$ cat config.mk
export PLATFORM = sky130hd
export DESIGN_NAME = xhalf_mac
export DESIGN_NICKNAME = d
export VERILOG_FILES = /design/src/rtl/xmac_pkg.sv /design/src/rtl/xmac_mult.sv /design/src/rtl/xmac_accum.sv /design/src/rtl/xhalf_mac.sv
export SDC_FILE = /design/constraint.sdc
export NUM_CORES = 1
export LEC_CHECK = 0
export BUFFER_PORTS_ARGS = -buffer_cell sky130_fd_sc_hd__buf_4
export CAP_MARGIN = 5
export CORE_MARGIN = 2
export CORE_UTILIZATION = 30
export DETAILED_ROUTE_END_ITERATION = 7
export GPL_TIMING_DRIVEN = 0
export PLACE_DENSITY = 0.56
export REMOVE_ABC_BUFFERS = 1
export SLEW_MARGIN = 20
export SYNTH_ARGS = -nofsm -noshare
export SYNTH_HDL_FRONTEND = slang
export SYNTH_SLANG_ARGS = --single-unit
export TNS_END_PERCENT = 5
$ cat constraint.sdc
create_clock -name clk -period 12.55 [get_ports clk]
set_clock_uncertainty 0.05 [all_clocks]
set_input_delay 0.6275 -clock clk [delete_from_list [all_inputs] [get_ports clk]]
set_output_delay 0.6275 -clock clk [all_outputs]
set_load 0.01 [all_outputs]
$ cat src/rtl/xmac_pkg.sv
package xmac_pkg;
  localparam int unsigned WORD = 32;
  localparam int unsigned HALF = WORD / 2;

  typedef struct packed {
    logic neg;
    logic pos;
    logic zero;
    logic sumov;
  } xmac_cond_t;
endpackage

$ cat src/rtl/xmac_mult.sv
module xmac_mult #(
  parameter int unsigned HALF = 16,
  localparam int unsigned PW = 2 * HALF
) (
  input  logic [HALF-1:0] a_half,
  input  logic [HALF-1:0] b_half,
  input  logic            is_signed,
  output logic [PW-1:0]   prod
);
  logic signed [PW-1:0] prod_s;
  logic        [PW-1:0] prod_u;

  always_comb begin
    prod_s = $signed(a_half) * $signed(b_half);
    prod_u = a_half * b_half;
    prod   = is_signed ? prod_s : prod_u;
  end
endmodule

$ cat src/rtl/xmac_accum.sv
module xmac_accum #(
  parameter int unsigned WORD = 32,
  localparam int unsigned SW = WORD + 1
) (
  input  logic [WORD-1:0] prod,
  input  logic [WORD-1:0] dval,
  input  logic            is_signed,
  input  logic            saturate,
  output logic [WORD-1:0] result,
  output logic            ovf
);
  localparam logic [WORD-1:0] SMAX = {1'b0, {(WORD-1){1'b1}}};
  localparam logic [WORD-1:0] SMIN = {1'b1, {(WORD-1){1'b0}}};
  localparam logic [WORD-1:0] UMAX = {WORD{1'b1}};

  logic [SW-1:0]   sum;
  logic [WORD-1:0] clamp;

  always_comb begin
    sum = {is_signed & prod[WORD-1], prod} + {is_signed & dval[WORD-1], dval};
    if (is_signed) begin
      ovf   = sum[SW-1] ^ sum[WORD-1];
      clamp = sum[SW-1] ? SMIN : SMAX;
    end else begin
      ovf   = sum[SW-1];
      clamp = UMAX;
    end
    result = (saturate && ovf) ? clamp : sum[WORD-1:0];
  end
endmodule

$ cat src/rtl/xhalf_mac.sv
module xhalf_mac
  import xmac_pkg::*;
#(
  parameter int unsigned W = WORD,
  localparam int unsigned H = W / 2
) (
  input  logic         clk,
  input  logic         rst,
  input  logic         start,
  input  logic [W-1:0] a_in,
  input  logic [W-1:0] b_in,
  input  logic [W-1:0] d_in,
  input  logic         is_signed,
  input  logic         saturate,
  input  logic         rec_ov,
  input  logic         rec_cond,
  input  logic         so_clear,
  output logic         valid,
  output logic [W-1:0] d_out,
  output logic         ov,
  output logic         so,
  output logic [3:0]   cond
);
  logic [W-1:0] prod;
  logic [W-1:0] res;
  logic         ovf;
  logic         so_base;
  logic         so_next;
  xmac_cond_t   cond_next;
  logic         unused_halves;

  // only the crossed halves reach the multiplier
  assign unused_halves = ^{a_in[W-1:H], b_in[H-1:0]};

  xmac_mult #(.HALF(H)) u_mult (
    .a_half   (a_in[H-1:0]),
    .b_half   (b_in[W-1:H]),
    .is_signed(is_signed),
    .prod     (prod)
  );

  xmac_accum #(.WORD(W)) u_accum (
    .prod     (prod),
    .dval     (d_in),
    .is_signed(is_signed),
    .saturate (saturate),
    .result   (res),
    .ovf      (ovf)
  );

  always_comb begin
    so_base         = so_clear ? 1'b0 : so;
    so_next         = so_base | (start & rec_ov & ovf);
    cond_next.neg   = res[W-1];
    cond_next.pos   = !res[W-1] && (res != '0);
    cond_next.zero  = (res == '0);
    cond_next.sumov = so_next;
  end

  always_ff @(posedge clk) begin
    if (rst) begin
      valid <= 1'b0;
      d_out <= '0;
      ov    <= 1'b0;
      so    <= 1'b0;
      cond  <= '0;
    end else begin
      valid <= start;
      so    <= so_next;
      if (start) begin
        d_out <= res;
        if (rec_ov)   ov   <= ovf;
        if (rec_cond) cond <= cond_next;
      end
    end
  end

  a_r10_valid_follows: assert property (@(posedge clk) disable iff (rst)
    start |=> valid);
  a_r10_valid_pulse: assert property (@(posedge clk) disable iff (rst)
    !start |=> !valid);
  a_r10_hold_result: assert property (@(posedge clk) disable iff (rst)
    !start |=> $stable(d_out));
  a_r7_ov_kept: assert property (@(posedge clk) disable iff (rst)
    !(start && rec_ov) |=> $stable(ov));
  a_r7_so_sticky: assert property (@(posedge clk) disable iff (rst)
    so && !so_clear |=> so);
  a_r7_ov_sets_so: assert property (@(posedge clk) disable iff (rst)
    start && rec_ov |=> (!ov || so));
  a_r8_so_clear: assert property (@(posedge clk) disable iff (rst)
    so_clear && !(start && rec_ov) |=> !so);
  a_r9_cond_onehot: assert property (@(posedge clk) disable iff (rst)
    start && rec_cond |=> $countones(cond[3:1]) == 1);
  a_r9_cond_so_copy: assert property (@(posedge clk) disable iff (rst)
    start && rec_cond |=> cond[0] == so);
  a_r9_cond_kept: assert property (@(posedge clk) disable iff (rst)
    !(start && rec_cond) |=> $stable(cond));
endmodule

---- Word-level counts from Yosys, hierarchy flattened ----
Cells that the tools add are included.
storage, ports and cells
  output and inout bits ................... 39
  logic and storage cells ................. 27
  bits in registers ....................... 39
cells by class
  reductions and logical operators ........ 7
  bitwise gates (word level) .............. 6
  multipliers ............................. 2
  muxes and demuxes ....................... 6
  add/sub/neg operators ................... 1
operators by type and width
  operator                                        count
  32-bit 2-to-1 mux                               4
  16-bit by 16-bit multiplier with 32-bit output  2
  33-bit adder                                    1
  32-bit zero test                                1
  32-bit nonzero test                             1
  1-bit AND                                       4
  2-bit AND reduction                             2
  1-bit logical AND                               2
  1-bit 2-to-1 mux                                2
  1-bit zero test                                 1
  1-bit bitwise OR                                1
  1-bit XOR                                       1

---- Logic depth before layout (Yosys ltp) ----
Gate-level depths: netlist of the first run.
  word-level depth ........................ 10
  gate-level depth with buffers ........... 43
  depth with buffers taken out ............ 40

---- Modules after synthesis ----
A second synthesis of the first run with hierarchy kept.
second synthesis, totals
  cell total of the unflattened synthesis .. 2092
  area total of the unflattened synthesis .. 18403.9 µm²
by module, submodules not included
  module      instances  area an instance (µm²)  seq. area each (µm²)  cells an instance
  xmac_mult   1          14903.0                 0.0                   1671
  xmac_accum  1          2047.0                  0.0                   279
  xhalf_mac   1          1453.9                  780.7                 142

---- Worst setup path after synthesis of the first run ----
Ideal clock, no wire load.
  kind .................................... input to register
  start ................................... input port b_in[17]
  end ..................................... register cond[2]
  path slack .............................. 2775 ps
  stages .................................. 36
  path buffers ............................ 2
  setup time .............................. 131 ps
  arrival time ............................ 9594 ps
  path through ............................ clkbuf_1 -> nand2_1 -> fa_1 -> fa_1 -> inv_1 -> fa_1 -> inv_1 -> fa_1 -> fa_1 -> fa_1 -> inv_1 -> ha_1 -> and3_1 -> a221oi_1 -> nand2_1 -> o21ai_1 -> a21oi_1 -> or2_2 -> or3b_1 -> and2_1 -> xnor2_1 -> o21ai_0 -> ha_1 -> clkbuf_1 -> and3_1 -> a221o_1 -> a2111oi_2 -> nor3_1 -> a31oi_2 -> xnor2_1 -> nand4b_1 -> or4_1 -> or4_1 -> o31ai_1 -> and4bb_1 -> o41ai_1
between the ends
  cells in the longest elaborated chain, start to end .. 10
  elaborated cells on any way between the ends .. 14
  those cells by class .................... 1 x add/sub; 2 x mul; 5 x mux; 2 x bitwise; 4 x reduce/logical
ends and longest elaborated chain
  element                                                                   line                              source
  start: declaration                                                        xhalf_mac.sv:11                   input logic [W-1:0] b_in,
  16-bit by 16-bit multiplier with 32-bit output, on equally long branches  xmac_mult.sv:15, xmac_mult.sv:14
  32-bit 2-to-1 mux *                                                       xmac_mult.sv:16                   prod = is_signed ? prod_s : prod_u;
  1-bit AND                                                                 xmac_accum.sv:20                  sum = {is_signed & prod[WORD-1], prod} + {is_signed & dval[WORD-1], dval};
  33-bit adder *                                                            xmac_accum.sv:20
  1-bit XOR                                                                 xmac_accum.sv:22                  ovf = sum[SW-1] ^ sum[WORD-1];
  1-bit 2-to-1 mux                                                          xmac_accum.sv:21                  if (is_signed) begin
  1-bit logical AND                                                         xmac_accum.sv:28                  result = (saturate && ovf) ? clamp : sum[WORD-1:0];
  32-bit 2-to-1 mux *                                                       xmac_accum.sv:28
  32-bit nonzero test or 1-bit zero test (tied branches)                    xhalf_mac.sv:55                   cond_next.pos = !res[W-1] && (res != '0);
  1-bit logical AND *                                                       xhalf_mac.sv:55
  end signal: assignment                                                    xhalf_mac.sv:73                   if (rec_cond) cond <= cond_next;
  end: declaration                                                          xhalf_mac.sv:22                   output logic [3:0] cond
Mark *: on every way between the ends. The rest lies on a longest branch, timed or not.
A chain may end at the register's enable or synchronous reset.

---- Final worst setup path of the first run ----
  start ................................... input port b_in[20]
  end ..................................... register cond[1]
between the ends
  cells in the longest elaborated chain, start to end .. 9
  elaborated cells on any way between the ends .. 12
  those cells by class .................... 1 x add/sub; 2 x mul; 5 x mux; 2 x bitwise; 2 x reduce/logical
ends and longest elaborated chain
  element                                                                   line                              source
  16-bit by 16-bit multiplier with 32-bit output, on equally long branches  xmac_mult.sv:15, xmac_mult.sv:14
  32-bit 2-to-1 mux *                                                       xmac_mult.sv:16
  1-bit AND                                                                 xmac_accum.sv:20
  33-bit adder *                                                            xmac_accum.sv:20
  1-bit XOR                                                                 xmac_accum.sv:22
  1-bit 2-to-1 mux                                                          xmac_accum.sv:21
  1-bit logical AND                                                         xmac_accum.sv:28
  32-bit 2-to-1 mux *                                                       xmac_accum.sv:28
  32-bit zero test *                                                        xhalf_mac.sv:56                   cond_next.zero = (res == '0);
Marks and branches as above.

==> metrics.txt, run 1 <==
status finished, final reports clean; cell area after synthesis 17900 µm²; Max Slew Vio Count 0; top post-synthesis cells by area fa_1 41%, ha_1 13%, inv_1 10%; Final setup viols 0; RSZ-0062 raised after global routing false; CTS buffer count 5; height of the die around 250 µm; fin crit share 0.841; DIE WIDTH between 200 and 250 µm; H-tree depth reported by CTS 2; CTS Sinks 39; fin crit period 10.55 ns; first-pass GRT wire length 77.4 mm; CP peak stage delay approximately 0.6 ns; area leader, netlist fa_1; vias post-DR around 14000; Hold WC Path Type flop to flop; number of max-cap violations 0; share of post-route cells with drive strength above 1 0.0650; largest net degree at the start of global routing 67; EDFF count, synth 0; die area between 60000 and 70000 µm²; ys async rst share 0; Yosys warning count 0; Initial DRC Count 761; Slew @ Worst Pin just over 0.8 ns; Pre-Repair DR Iteration Count 6; overall routing resource usage 0.151; Congestion Overflow GR 0; commonest non-fill, non-tap cell in the layout inv_1; Worst Path Max Fanout 16; CP delay by family, top adder cells; CP Data Arrival Time 10.72 ns; PortBufs 110; initial core utilization 0.304; Clock transition at path regs 0.06 ns; # rows 89; Synth Instances 2081; num ports ~140; # DRC 0; Clock Path Buffers 2; Worst setup SP type primary input; Req. time, crit path 12.72 ns; Relative slew margins 0.443; number of global-route vias before repair between 15000 and 20000; Final TNS setup 0 ns; crit path capture type flop; post-CTS resize count 0; R2R setup slack around 12 ns; Routed Antenna Nets 0; clock latency on the worst-skew pair between 0.2 and 0.3 ns; CORE AREA between 50000 and 60000 µm²; Layout Nets between 2000 and 3000; initial antenna violation count 3; average wire per standard cell ~16 µm; most frequent cells in the layout 492 x inv_1, 363 x fa_1, 205 x nand2_1, 191 x ha_1, 121 x and2_1; Layout area overhead 9.71%; cell type of the slowest stage on the worst timing path fa_1; Synth top area share 0.405; Bufs and invs on worst path 5; DRT Wirelength 45.3 mm; Hold Fails Final Rpt 0; Synth Register Bits 39; Seq/Total Area, Yosys 0.0435; average size of a mapped cell between 8 and 9 µm²; fmax 94.8 MHz; post-synthesis cell type count slightly below 70; CP Class primary input to flop; drt via density ~4.8; routability cong. 0.836; Post-DP HPWL 40.7 mm; Root Driver clkbuf_16; CTS tree built; setup bufs post-CTS 0; cell repeated most along the worst path fa_1; Hold-fix buffers, CTS 0; top_reg_cell synth dfxtp_1
## synth_stat cells, types with 3 or more instances
master	number
inv_1	492
fa_1	363
nand2_1	205
ha_1	191
and2_1	121
nor2_1	106
a21oi_1	80
xnor2_1	56
o21ai_0	54
clkbuf_1	51
dfxtp_1	39
a21o_1	33
xor2_1	31
o22ai_1	27
nand3_1	18
nor3_1	16
o21bai_1	16
nand2b_1	15
o21a_1	15
nor2b_1	12
o31ai_1	12
a211oi_1	7
a31oi_1	7
nand4_1	7
and3_1	6
o21ai_1	6
or2_2	6
a211o_1	5
mux2i_1	5
o211ai_1	5
or3_1	5
or4_1	5
a21boi_0	4
buf_1	4
a221oi_1	3
nor3b_1	3
## sequential cells by signal (all words and copies together), names as in the netlist
signal,cells
cond,4
so,1
ov,1
valid,1
d_out,32
## stage by stage
step                area, µm²  hold slack (ns)  utilization  std cells  worst slack, ns
floorplan               17700            0.424            -       2022             3.01
global placement        19500            0.396        0.330       2905             1.41
detailed placement      19500            0.407        0.331       2906             1.77
CTS                     19700            0.420        0.333       2913             2.00
global route            19700            0.443        0.333       2913             1.32
finish                  19700            0.418        0.333       2914             2.00
## worst register-to-register path, delay by kind of cell (launching register included)
family           cells  cell delay [ns]
flip-flops           1             0.31
AND/OR/NAND/NOR      3             0.23
AO/OA/AOI/OAI        1             0.14
## metal layers
layer,global-route usage,share of wire,vias up
met5,0,0.00035,-
met4,0.0188,0.010,2
met3,0.0104,0.033,33
met2,0.264,0.50,237
met1,0.210,0.46,7077
li1,-,-,6563
## worst paths after layout
check | start | to | cells past startpoint
max reg2reg | so$_SDFF_PP0_ | cond[0]$_SDFFE_PP0P_ | 4
max | b_in[20] | cond[1]$_SDFFE_PP0P_ | 36
min | d_out[0]$_SDFFE_PP0P_ | d_out[0]$_SDFFE_PP0P_ | 2
min reg2reg | d_out[0]$_SDFFE_PP0P_ | d_out[0]$_SDFFE_PP0P_ | 2
## cells by family (layout without fill, tap and decap cells)
kind of cell               after synthesis  in the layout  share of synthesized area
muxes                                    7              7                    0.00405
and+or+nand+nor                        535            535                      0.143
DFF                                     39             39                     0.0435
xor gates and xnor gates                88             88                     0.0437
buffers and inverters                  551            610                      0.116
AOI/OAI and AO/OA                      307            307                      0.112
other                                    0              1                          0
adders and majority gates              554            554                      0.538
## layout make-up
cell class	instances	area, µm²
inverters	492	1850
multi-input cells	1491	15100
well taps	773	967
repair buffers	111	841
diodes	1	2.50
flip-flops and latches	39	781
clock inverters	1	30.0
fillers	6229	39300
clock buffers	6	129
Power of run 1 is left out: the tool's default activity adds up to more than one toggle a clock period on the data nets, which glitch-free logic cannot reach.
==> inputs of run 2 (changes only) <==
Clock period 12.55 ns to 10.65 ns, I/O delays scaled along.
==> metrics.txt, run 2 (synthesis gave the netlist of run 1 again) <==
DIE WIDTH 249 µm (unchanged); initial antenna violation count 3 (unchanged); first-pass GRT wire length 77.4 mm (unchanged); Layout Nets 2798 (unchanged); routability cong. 0.836 (unchanged); Top reg by flops d_out (unchanged); CTS Sinks 39 (unchanged); number of max-cap violations 0 (unchanged); Routed Antenna Nets 0 (unchanged); crit path capture type flop (unchanged); overall routing resource usage 0.151 (unchanged); num ports 143 (unchanged); Final Worst Setup Slack 0.476 ns (was 2.00 ns); setup bufs post-CTS 0 (unchanged); H-tree depth reported by CTS 2 (unchanged); Relative slew margins 0.567 (was 0.443); clock latency on the worst-skew pair 0.28 ns (about the same); CP delay by family, top adder cells (unchanged); Hold-fix buffers, CTS 0 (unchanged); average wire per standard cell 15.6 µm (was 15.5 µm); drt via density 4.78 (was 4.77); die area 61800 µm² (unchanged); CTS buffer count 5 (unchanged); most frequent cells in the layout 491 x inv_1, 363 x fa_1, 205 x nand2_1, 189 x ha_1, 121 x and2_1 (was 492 x inv_1, 363 x fa_1, 205 x nand2_1, 191 x ha_1, 121 x and2_1); Req. time, crit path 10.82 ns (was 12.72 ns); Clock Path Buffers 2 (unchanged); Post-DP HPWL 40.7 mm (unchanged); DRT Wirelength 45.4 mm (was 45.3 mm); Root Driver clkbuf_16 (unchanged); cell type of the slowest stage on the worst timing path fa_1 (unchanged); Final setup viols 0 (unchanged); Reg area 781 µm² (unchanged); Hold Fails Final Rpt 0 (unchanged); Slew @ Worst Pin 0.643 ns (was 0.826 ns); # rows 89 (unchanged); vias post-DR 13900 (about the same); fmax just under 100 MHz; CTS tree built (unchanged); cell repeated most along the worst path fa_1 (unchanged); Max Slew Vio Count 0 (unchanged); status finished, final reports clean (unchanged); FILL cells 6223 (was 6229); CP Class primary input to flop (unchanged); Congestion Overflow GR 0 (unchanged); Pre-Repair DR Iteration Count 6 (unchanged); Largest register FFs 32 (unchanged); worst slack, placed -0.0362 ns (was 1.77 ns); WHS 0.418 ns (about the same); CP Data Arrival Time 10.35 ns (was 10.72 ns); fin crit period between 10 and 15 ns; largest net degree at the start of global routing 67 (unchanged); post-CTS resize count 0 (unchanged); CORE AREA 59000 µm² (unchanged); CP peak stage delay 0.61 ns (about the same); Clock transition at path regs 0.06 ns (about the same); number of global-route vias before repair 15000 (unchanged); Worst setup SP type primary input (unchanged); area of the multi-input gates 15100 µm² (about the same); commonest non-fill, non-tap cell in the layout inv_1 (unchanged); PortBufs 110 (unchanged); Bufs and invs on worst path 5 (unchanged); dpl cells 2906 (unchanged); initial core utilization 0.304 (unchanged); height of the die 249 µm (unchanged); Initial DRC Count 729 (was 761); Largest regs d_out (32), cond (4) (unchanged); fin crit share 0.955; final cell count without fillers 2914 (unchanged); Worst Path Max Fanout 16 (unchanged); Final TNS setup 0 ns (unchanged); Layout area overhead 9.97% (was 9.71%); Hold WC Path Type flop to flop (unchanged); share of post-route cells with drive strength above 1 0.0687 (was 0.0650); # DRC 0 (unchanged)
==> run 2: cell types whose count changed in the layout (fill, tap and decap cells not counted), moves of 2 or more <==
| cell | previous run | this run |
|---|---|---|
| ha_1 | 191 | 189 |
| ha_2 | 0 | 2 |
| o21ai_0 | 54 | 52 |
| a221oi_1 | 3 | 1 |
==> run 2: through the flow <==
| step | cell area (µm²) | utilization |
|---|---|---|
| 5_1_grt | 19700 | 0.334 |
| 4_1_cts | 19700 | 0.333 |
| 2_1_floorplan | 17700 | - |
| 3_5_place_dp | 19500 | 0.331 |
| 3_3_place_gp | 19500 | 0.330 |
| 6_report | 19700 | 0.334 |
==> run 2: worst register-to-register path: cells and delay by family, from the launching register on <==
family | cells | cell delay [ns]
DFF | 1 | 0.31
AOI/OAI and AO/OA | 1 | 0.14
and+or+nand+nor | 3 | 0.23
==> run 2: per-layer routing <==
| metal | wire length, µm | GRT usage |
|---|---|---|
| met3 | 1690 | 0.0104 |
| met2 | 22700 | 0.264 |
| met5 | 16 | 0 |
| met4 | 464 | 0.0188 |
| met1 | 20500 | 0.210 |
==> run 2: path summary, 6_finish.rpt <==
kind | start | to | slack [ns] | depth (start not counted)
hold / removal | d_out[0]$_SDFFE_PP0P_ | d_out[0]$_SDFFE_PP0P_ | 0.42 | 2
setup / recovery | b_in[20] | cond[1]$_SDFFE_PP0P_ | 0.48 | 36
hold reg to reg | d_out[0]$_SDFFE_PP0P_ | d_out[0]$_SDFFE_PP0P_ | 0.42 | 2
setup reg to reg | so$_SDFF_PP0_ | cond[0]$_SDFFE_PP0P_ | 9.81 | 4
==> run 2: layout make-up <==
type | instances | area share
multi-input cells | 1491 | 0.767
inverters | 492 | 0.0938
well taps | 773 | 0.0490
diodes | 1 | 0.000127
repair buffers | 111 | 0.0428
clock buffers | 6 | 0.00653
clock inverters | 1 | 0.00152
flip-flops and latches | 39 | 0.0396
Power of run 2 is left out for the same reason.
==> inputs of run 3 (changes only) <==
Settings changed: BUFFER_PORTS_ARGS -buffer_cell sky130_fd_sc_hd__buf_4 to unset, DONT_BUFFER_PORTS set to 1, PLACE_DENSITY 0.56 to 0.55.
Clock period 10.65 ns to 9.33 ns, I/O delays scaled along.
==> metrics.txt, run 3 (synthesis gave the netlist of run 1 again) <==
status finished, final reports clean (unchanged); CP peak stage delay 0.58 ns (was 0.61 ns); Hold-fix buffers, CTS 0 (unchanged); cell repeated most along the worst path fa_1 (unchanged); CTS buffer count 5 (unchanged); Final TNS setup 0 ns (unchanged); Root Driver clkbuf_16 (unchanged); Relative slew margins 0.522 (was 0.567); Worst setup SP type primary input (unchanged); average wire per standard cell 16.2 µm (was 15.6 µm); largest net degree at the start of global routing 67 (unchanged); CORE AREA 59000 µm² (unchanged); fin crit share 0.998; final cell count without fillers 2820 (was 2914); Post-DP HPWL 40.7 mm (about the same); first-pass GRT wire length 77.0 mm (was 77.4 mm); Pre-Repair DR Iteration Count 7 (was 6); die area 61800 µm² (unchanged); Final Worst Setup Slack 0.0153 ns (was 0.476 ns); Routed Antenna Nets 0 (unchanged); RSZ-0062 raised after global routing true; fin crit period 9.31 ns; Clock transition at path regs 0.06 ns (about the same); cell type of the slowest stage on the worst timing path fa_1 (unchanged); initial core utilization 0.304 (unchanged); Congestion Overflow GR 0 (unchanged); Final setup viols 0 (unchanged); crit path to cond[1]$_SDFFE_PP0P_ (unchanged); R2R setup slack 8.45 ns (was 9.81 ns); Crit. Startpoint b_in[20] (unchanged); Clock Path Buffers 2 (unchanged); num ports 143 (unchanged); dpl cells 2796 (was 2906); height of the die 249 µm (unchanged); Initial DRC Count 663 (was 729); Top reg by flops d_out (unchanged); number of global-route vias before repair 14700 (was 15000); commonest non-fill, non-tap cell in the layout inv_1 (unchanged); CP Class primary input to flop (unchanged); fmax ~110 MHz; vias post-DR 13600 (was 13900); # DRC 0 (unchanged); Largest register FFs 32 (unchanged); H-tree depth reported by CTS 2 (unchanged); # rows 89 (unchanged); crit path capture type flop (unchanged); Hold WC Path Type primary input to flop (was flop to flop); overall routing resource usage 0.151 (about the same); initial antenna violation count 4 (was 3); Hold Fails Final Rpt 0 (unchanged); routability cong. 0.865 (was 0.836); Layout area overhead 6.93% (was 9.97%); Core Util, Final 0.325 (was 0.334); DIE WIDTH 249 µm (unchanged); most frequent cells in the layout 490 x inv_1, 361 x fa_1, 205 x nand2_1, 183 x ha_1, 121 x and2_1 (was 491 x inv_1, 363 x fa_1, 205 x nand2_1, 189 x ha_1, 121 x and2_1); number of max-cap violations 0 (unchanged); clock latency on the worst-skew pair 0.28 ns (about the same); Worst Path Max Fanout 16 (unchanged); Largest regs d_out (32), cond (4) (unchanged); Max Slew Vio Count 0 (unchanged); Layout Nets 2700 (was 2798); RR Endpoint cond[0]$_SDFFE_PP0P_ (unchanged); RR Startpoint so$_SDFF_PP0_ (unchanged); Slew @ Worst Pin 0.711 ns (was 0.643 ns); worst slack, placed -1.15 ns (was -0.0362 ns); share of post-route cells with drive strength above 1 0.0387 (was 0.0687); PortBufs 0 (was 110); CTS Sinks 39 (unchanged); Reg2Reg Depth 4 (unchanged); drt via density 4.82 (was 4.78); Req. time, crit path 9.50 ns (was 10.82 ns); CTS tree built (unchanged); DRT Wirelength 45.7 mm (was 45.4 mm); CP Data Arrival Time 9.49 ns (was 10.35 ns)
-- run 3: layer usage --
metal | track usage | vias to the layer above | routed length (µm)
met2 | 0.265 | 253 | 22900
met4 | 0.0147 | 4 | 329
met3 | 0.0221 | 32 | 2070
met5 | 0 | - | 27
met1 | 0.203 | 6952 | 20400
li1 | - | 6365 | -
-- run 3: stage by stage --
stage               cell area (µm²)  hold slack [ns]
floorplan                     17700            0.424
global placement              18700            0.437
detailed placement            18700            0.448
CTS                           19100            0.190
global route                  19200            0.184
finish                        19200            0.196
-- run 3: critical path, delay by kind of cell --
kind	cells	cell delay, ns
adder cells (fa/ha/maj)	8	3.65
AND/OR/NAND/NOR	12	3.00
buffers and inverters	4	0.21
XOR/XNOR	2	0.26
AO/OA/AOI/OAI	9	1.90
-- run 3: worst min-delay path by stage --
stage | from | to | depth (start not counted)
5_1_grt | rst | ov$_SDFFE_PP0P_ | 1
4_1_cts | rst | ov$_SDFFE_PP0P_ | 1
2_1_floorplan | ov$_SDFFE_PP0P_ | ov$_SDFFE_PP0P_ | 2
3_3_place_gp | ov$_SDFFE_PP0P_ | ov$_SDFFE_PP0P_ | 2
3_5_place_dp | ov$_SDFFE_PP0P_ | ov$_SDFFE_PP0P_ | 2
6_report | rst | ov$_SDFFE_PP0P_ | 1
-- run 3: repair_timing --
item | 4_1_cts | 5_1_grt
buffers inserted | 9 | 3
gates resized for setup | 33 | 20
setup endpoints to repair | 33 | 37
pin swaps | 25 | 9
-- run 3: layout make-up --
cell class                      instances  area [µm²]
Tap cell                              773         967
Clock buffer                            6         129
Sequential cell                        39         781
Timing Repair Buffer                   13         101
Antenna cell                            4        10.0
Inverter                              492        1850
Multi-Input combinational cell       1491       15300
Fill cell                            6280       39800
Clock inverter                          2        12.5
Power of run 3 is left out for the same reason.
